### config.mk
export PLATFORM = sky130hd
export DESIGN_NAME = pin_event_irq
export DESIGN_NICKNAME = d
export VERILOG_FILES = /design/src/rtl/pin_event_pkg.sv /design/src/rtl/pin_event_regs.sv /design/src/rtl/pin_event_detect.sv /design/src/rtl/pin_event_flags.sv /design/src/rtl/pin_event_irq.sv
export SDC_FILE = /design/constraint.sdc
export NUM_CORES = 1
export LEC_CHECK = 0
export CORE_AREA = 3 3 156 158
export CTS_CLUSTER_DIAMETER = 150
export DETAILED_ROUTE_END_ITERATION = 12
export DIE_AREA = 0 0 159 161
export PLACE_DENSITY = 0.84
export SKIP_LAST_GASP = 1
export SLEW_MARGIN = 25
export SYNTH_ARGS = -nofsm -noshare
export SYNTH_HDL_FRONTEND = slang
export SYNTH_SLANG_ARGS = --single-unit
### constraint.sdc
create_clock -name clk -period 4.94 [get_ports clk]
set_clock_uncertainty 0.2 [all_clocks]
set_input_delay 1.482 -clock clk [delete_from_list [all_inputs] [get_ports clk]]
set_output_delay 1.482 -clock clk [all_outputs]
set_load 0.05 [all_outputs]
### src/rtl/pin_event_pkg.sv
package pin_event_pkg;

  localparam int CODE_W   = 4;
  localparam int CODE_LSB = 16;

  typedef enum logic [CODE_W-1:0] {
    COND_OFF    = 4'h0,
    COND_LVL_LO = 4'h8,
    COND_RISE   = 4'h9,
    COND_FALL   = 4'hA,
    COND_BOTH   = 4'hB,
    COND_LVL_HI = 4'hC
  } cond_e;

  // Evaluate one pin's condition from its current and previous sample.
  function automatic logic cond_hit(input logic [CODE_W-1:0] code,
                                    input logic cur, input logic prv);
    logic hit;
    case (code)
      COND_LVL_LO: hit = ~cur;
      COND_LVL_HI: hit = cur;
      COND_RISE:   hit = cur & ~prv;
      COND_FALL:   hit = ~cur & prv;
      COND_BOTH:   hit = cur ^ prv;
      default:     hit = 1'b0;
    endcase
    return hit;
  endfunction

endpackage

### src/rtl/pin_event_regs.sv
module pin_event_regs
  import pin_event_pkg::*;
#(
  parameter int NPINS      = 32,
  parameter int ADDR_W     = 8,
  parameter int DATA_W     = 32,
  parameter int STATUS_OFS = 'hA0
) (
  input  logic                    clk,
  input  logic                    rst_n,
  input  logic                    bus_wr,
  input  logic                    bus_rd,
  input  logic [ADDR_W-1:0]       bus_addr,
  input  logic [DATA_W-1:0]       bus_wdata,
  input  logic [NPINS-1:0]        flags_i,
  output logic [DATA_W-1:0]       rdata_o,
  output logic [NPINS*CODE_W-1:0] codes_o,
  output logic [NPINS-1:0]        clr_o
);

  localparam logic [ADDR_W-1:0] STAT_ADDR = ADDR_W'(STATUS_OFS);

  logic status_hit;
  assign status_hit = (bus_addr == STAT_ADDR);

  // One control word per pin; only the condition field is stored.
  for (genvar g = 0; g < NPINS; g++) begin : g_ctrl
    logic              code_en;
    logic [CODE_W-1:0] code_d;
    logic [CODE_W-1:0] code_q;

    always_comb begin
      code_en = bus_wr && (bus_addr == ADDR_W'(g * 4));
      code_d  = bus_wdata[CODE_LSB +: CODE_W];
    end

    always_ff @(posedge clk or negedge rst_n) begin
      if (!rst_n)       code_q <= '0;
      else if (code_en) code_q <= code_d;
    end

    assign codes_o[g*CODE_W +: CODE_W] = code_q;
  end

  // Write-one-to-clear pulses toward the flag word.
  always_comb begin
    clr_o = '0;
    if (bus_wr && status_hit) clr_o = bus_wdata[NPINS-1:0];
  end

  // Read mux, registered under the read strobe.
  logic [DATA_W-1:0] rd_d;

  always_comb begin
    rd_d = '0;
    for (int n = 0; n < NPINS; n++) begin
      if (bus_addr == ADDR_W'(n * 4))
        rd_d[CODE_LSB +: CODE_W] = codes_o[n*CODE_W +: CODE_W];
    end
    if (status_hit) rd_d[NPINS-1:0] = flags_i;
  end

  always_ff @(posedge clk or negedge rst_n) begin
    if (!rst_n)      rdata_o <= '0;
    else if (bus_rd) rdata_o <= rd_d;
  end

endmodule

### src/rtl/pin_event_detect.sv
module pin_event_detect
  import pin_event_pkg::*;
#(
  parameter int NPINS = 32
) (
  input  logic                    clk,
  input  logic                    rst_n,
  input  logic [NPINS-1:0]        pins_i,
  input  logic [NPINS*CODE_W-1:0] codes_i,
  output logic [NPINS-1:0]        evt_o
);

  logic [NPINS-1:0] prev_d;
  logic [NPINS-1:0] prev_q;

  always_comb prev_d = pins_i;

  always_ff @(posedge clk or negedge rst_n) begin
    if (!rst_n) prev_q <= '0;
    else        prev_q <= prev_d;
  end

  for (genvar g = 0; g < NPINS; g++) begin : g_pin
    always_comb evt_o[g] = cond_hit(codes_i[g*CODE_W +: CODE_W], pins_i[g], prev_q[g]);
  end

endmodule

### src/rtl/pin_event_flags.sv
module pin_event_flags #(
  parameter int NPINS = 32
) (
  input  logic             clk,
  input  logic             rst_n,
  input  logic [NPINS-1:0] evt_i,
  input  logic [NPINS-1:0] clr_i,
  output logic [NPINS-1:0] flags_o,
  output logic             irq_o
);

  logic [NPINS-1:0] flags_d;
  logic             irq_d;

  // A new event overrides a clear on the same edge.
  always_comb begin
    flags_d = (flags_o & ~clr_i) | evt_i;
    irq_d   = |flags_o;
  end

  always_ff @(posedge clk or negedge rst_n) begin
    if (!rst_n) begin
      flags_o <= '0;
      irq_o   <= 1'b0;
    end else begin
      flags_o <= flags_d;
      irq_o   <= irq_d;
    end
  end

endmodule

### src/rtl/pin_event_irq.sv
module pin_event_irq
  import pin_event_pkg::*;
#(
  parameter int NPINS      = 32,
  parameter int ADDR_W     = 8,
  parameter int DATA_W     = 32,
  parameter int STATUS_OFS = 'hA0
) (
  input  logic              clk,
  input  logic              rst_n,
  input  logic              bus_wr,
  input  logic              bus_rd,
  input  logic [ADDR_W-1:0] bus_addr,
  input  logic [DATA_W-1:0] bus_wdata,
  output logic [DATA_W-1:0] bus_rdata,
  input  logic [NPINS-1:0]  pin_in,
  output logic              irq_out
);

  logic [NPINS*CODE_W-1:0] codes_w;
  logic [NPINS-1:0]        evt_w;
  logic [NPINS-1:0]        clr_w;
  logic [NPINS-1:0]        flags_w;

  pin_event_regs #(
    .NPINS(NPINS), .ADDR_W(ADDR_W), .DATA_W(DATA_W), .STATUS_OFS(STATUS_OFS)
  ) regs_i (
    .clk(clk), .rst_n(rst_n), .bus_wr(bus_wr), .bus_rd(bus_rd),
    .bus_addr(bus_addr), .bus_wdata(bus_wdata), .flags_i(flags_w),
    .rdata_o(bus_rdata), .codes_o(codes_w), .clr_o(clr_w)
  );

  pin_event_detect #(.NPINS(NPINS)) detect_i (
    .clk(clk), .rst_n(rst_n), .pins_i(pin_in), .codes_i(codes_w), .evt_o(evt_w)
  );

  pin_event_flags #(.NPINS(NPINS)) flags_i (
    .clk(clk), .rst_n(rst_n), .evt_i(evt_w), .clr_i(clr_w),
    .flags_o(flags_w), .irq_o(irq_out)
  );

endmodule

==> metrics.md <==
| Metric | Value |
|---|---|
| Die Wd | about 160 microns |
| Xor and xnor area share after synthesis | 2.14% |
| CTS buffer count | 25 |
| GRT Util Overall | around 27% |
| Pre-antenna DRT Iters | 6 |
| I/O Pins | approximately 110 |
| Clock transition at the registers of the reported paths | 60 ps |
| Clock tree root buffer cell | sky130_fd_sc_hd__clkbuf_16 |
| Number of synthesized flops with an enable pin | 0 |
| Syn_area_per_cell | 10.3 sq um |
| Weighted congestion reported at the end of routability-driven placement | 0.972 |
| Fmax | 246 MHz |
| Post-CTS Setup Bufs | 0 |
| Final Slew Violations | 0 |
| Number of inserted diodes | 0 |
| CTS max path bufs | 3 |
| Fraction of layout instances using a drive strength above 1 | 16.8% |
| Number of hold-repair buffers added at the cts stage | 0 |
| Crit path to | regs_i.g_ctrl[22].code_q[0] |
| Arrival time of data at the critical path endpoint | 4270 ps |
| Number of gates given a new drive strength after cts | 0 |
| Placed inst area | 14,100 sq um |
| Largest net degree at the start of global routing | 116 |
| Sum Neg Setup Slack | 0 ps |
| Part of the Yosys area used for sequential elements | 44.3% |
| Setup repair after global routing missed its margin | false |
| Global route overflow | 0 |
| Timing startpoint of the critical path | bus_addr[1] |
| Slowest cell delay on critical path | 810 ps |
| Worst path cell trace | clkdlybuf4s50_1 > or4b_1 > nor2_1 > nand2_1 > mux2_2 |
| First DRT Iteration DRCs | between 1,000 and 1,500 |
| Final net count | roughly 1,500 |
| Post-route cell area | 14,900 sq um |
| Count of input and output buffers | around 110 |
| Share of synthesized registers carrying an async set or reset | 100% |
| Worst min-delay path startpoint | regs_i.g_ctrl[10].code_q[0] |
| Number of cells produced by synthesis | 1,237 |
| Post-detailed-routing wire length | 35,100 microns |
| Result of the run | finished clean |
| Final period utilization | 82.4% |
| Hold violation total from the final report | 0 |
| Endpoint of the worst register-to-register path | regs_i.rdata_o[18] |
| Post-DR wirelength/cell | 20.9 microns |
| Simple-gate share of the synthesized area | 11.1% |
| First-pass GRT wire length | between 50,000 and 60,000 microns |
| Power Dens Cells | 320 nW/um^2 |
| Half-perimeter wire length after detailed placement | between 20,000 and 25,000 microns |
| Dominant synthesized flop cell | sky130_fd_sc_hd__dfrtp_1 |
| Deepest level of the CTS H-tree | 1 |
| Critical path endpoint category | register |
| Per-cell via count in the routed design | 6.01 |
| Complex-gate fraction of the synthesized area | between 10 and 15% |
| Floorplan core area | approximately 23,000 sq um |
| Number of max-capacitance violations reported | 0 |
| Required time reported for the critical path endpoint | 5140 ps |
| Crit path launch type | input port |
| Critical-path top delay cell | sky130_fd_sc_hd__or4b_1 |
| Post-layout utilization of the core | between 60 and 70% |
| Antenna violations before repair | 0 |
| Warnings, synthesis | 0 |
| Final Total Pwr | ~4.8 mW |
| Count of state elements after synthesis | 225 |
| Chip height | 161 microns |
| Final setup viols | 0 |
| Slew of the pin with the lowest slew margin | roughly 880 ps |
| Clock tree from TritonCTS | done |
| Number of global-route vias before repair | 10,116 |
| Static leakage | ~6.8 nW |
| Unique cell type count in the Yosys netlist | 73 |
| Tmin final | 4070 ps |
| Worst hold slack across all endpoints | 303 ps |
| Row count | 56 |
| Fraction of the mapped netlist area in adder cells | 6.30% |
| Starting utilization of the core area | 54.6% |
| Layout area overhead | 17.7% |
| Cell area after technology mapping | 12,700 sq um |
| Worst setup path class | input port to register |
| Worst IR drop on VDD | roughly 0.32 mV |
| Reg2Reg Launch Point | regs_i.g_ctrl[1].code_q[2] |
| Net count of the mapped netlist | 1,377 |
| Combinational family with the most area after synthesis | multiplexers |
| Post-route antenna net violation count | 0 |
| Vias post-DR | 10,089 |
| Clock insertion delay at the later pin of the skew report | around 530 ps |
| Max Fanout on Critical Path | 10 |
| R2R depth | 7 |
| Number of DRC violations after detailed routing | 0 |
| Relative max-transition margin | roughly 40% |
| FF-to-FF setup slack | approximately 2900 ps |
| Full die area | around 26,000 sq um |
| Worst hold-check path type | register to register |
| Multiplexer share of the synthesized area | around 15% |
| Number of sinks driven by the clock tree | roughly 230 |
-- power breakdown --
| part | total (mW) | switching (mW) | internal, mW | leakage [nW] |
|---|---|---|---|---|
| Combinational | 0.604 | 0.302 | 0.302 | 3.43 |
| Clock | 1.89 | 0.769 | 1.13 | 0.414 |
| Sequential | 2.29 | 0.267 | 2.02 | 2.97 |
| Total | 4.78 | 1.34 | 3.45 | 6.82 |
-- per-stage QoR --
step	setup slack (ps)	cells
final	869	1679
after global routing	822	1679
after CTS	954	1679
after detailed placement	418	1633
after global placement	543	1633
after floorplan	1460	1237
-- cells by family (layout without fill, tap and decap cells) --
kind of cell | Yosys count | count (layout)
flip-flops | 225 | 225
multiplexers | 176 | 176
buffers and inverters | 211 | 334
AND/OR/NAND/NOR | 277 | 277
XOR/XNOR | 31 | 31
adder cells (fa/ha/maj) | 64 | 64
AO/OA/AOI/OAI | 253 | 253
-- synthesized netlist by cell type, drive strengths merged (4+ instances only) --
library cell | n | area share (%)
mux2i | 41 | 3.2
o21ai | 88 | 3.5
clkbuf | 25 | 0.74
o221ai | 4 | 0.28
nor3 | 11 | 0.43
nor4b | 6 | 0.70
buf | 29 | 1.3
xor2 | 29 | 2.0
nor2b | 6 | 0.30
nand2 | 91 | 2.7
a311o | 29 | 2.3
a31oi | 4 | 0.20
o22ai | 21 | 1.1
o211ai | 7 | 0.41
nor2 | 78 | 2.5
o22a | 4 | 0.28
inv | 156 | 4.6
a21oi | 24 | 0.95
mux2 | 134 | 12
a22oi | 8 | 0.47
or4b | 4 | 0.32
nor4 | 12 | 0.64
nand3 | 40 | 1.6
a2bb2oi | 6 | 0.41
dfrtp | 225 | 44
ha | 64 | 6.3
a32o | 31 | 2.4
-- flip-flops by register name, summed over array words and instances, names as in the netlist --
register / cells
detect_i.prev_q: 32
flags_i.flags_o: 32
flags_i.irq_o: 1
regs_i.g_ctrl.code_q: 128
regs_i.rdata_o: 32
-- per-layer routing --
layer | vias to the layer above | track usage [%] | part of all wire [%]
met1 | 5023 | 36.6 | 42
met5 | - | 0 | 0
li1 | 4606 | - | -
met3 | 71 | 5.41 | 7.9
met4 | 0 | 8.00 | 2.8
met2 | 389 | 44.4 | 47
-- cells in the final DEF (no fill, tap or decap), types with 4 or more instances in the layout --
cell type / n
sky130_fd_sc_hd__nor2b_1: 5
sky130_fd_sc_hd__o22a_1: 4
sky130_fd_sc_hd__nor2_1: 75
sky130_fd_sc_hd__nor3_1: 11
sky130_fd_sc_hd__a2bb2oi_1: 6
sky130_fd_sc_hd__a21oi_1: 24
sky130_fd_sc_hd__inv_1: 156
sky130_fd_sc_hd__a32o_1: 31
sky130_fd_sc_hd__clkbuf_8: 6
sky130_fd_sc_hd__mux2_2: 134
sky130_fd_sc_hd__clkbuf_16: 25
sky130_fd_sc_hd__mux2i_1: 41
sky130_fd_sc_hd__ha_1: 64
sky130_fd_sc_hd__o221ai_1: 4
sky130_fd_sc_hd__clkinv_2: 6
sky130_fd_sc_hd__dfrtp_1: 225
sky130_fd_sc_hd__buf_2: 6
sky130_fd_sc_hd__o22ai_1: 20
sky130_fd_sc_hd__clkdlybuf4s50_1: 101
sky130_fd_sc_hd__o21ai_0: 85
sky130_fd_sc_hd__a31oi_1: 4
sky130_fd_sc_hd__xor2_1: 29
sky130_fd_sc_hd__a22oi_1: 8
sky130_fd_sc_hd__a311o_1: 29
sky130_fd_sc_hd__buf_4: 21
sky130_fd_sc_hd__nand3_1: 40
sky130_fd_sc_hd__nand2_1: 90
sky130_fd_sc_hd__nor4_1: 11
sky130_fd_sc_hd__o211ai_1: 7
sky130_fd_sc_hd__or4b_1: 4
-- how the worst min path moves through the flow --
stage                                              to  slack, ps  cells after the start
after detailed placement  regs_i.g_ctrl[19].code_q[0]        290                      1
after CTS                 regs_i.g_ctrl[19].code_q[0]        310                      1
after global placement    regs_i.g_ctrl[10].code_q[0]        290                      1
after global routing      regs_i.g_ctrl[19].code_q[0]        320                      1
final                     regs_i.g_ctrl[10].code_q[0]        300                      1
after floorplan                   flags_i.flags_o[31]        270                      2
-- critical path, delay by kind of cell --
kind,cells,cell delay [ps]
simple gates,3,1870
buf+inv,1,550
mux,1,360
-- cell type report --
type	count	area (sq um)
Clock inverter	13	130
Sequential cell	225	5630
Fill cell	1846	8320
Clock buffer	33	716
Timing Repair Buffer	131	1250
Multi-Input combinational cell	801	6230
Inverter	157	589
Tap cell	319	399
Power figures use the tool's default switching activity.
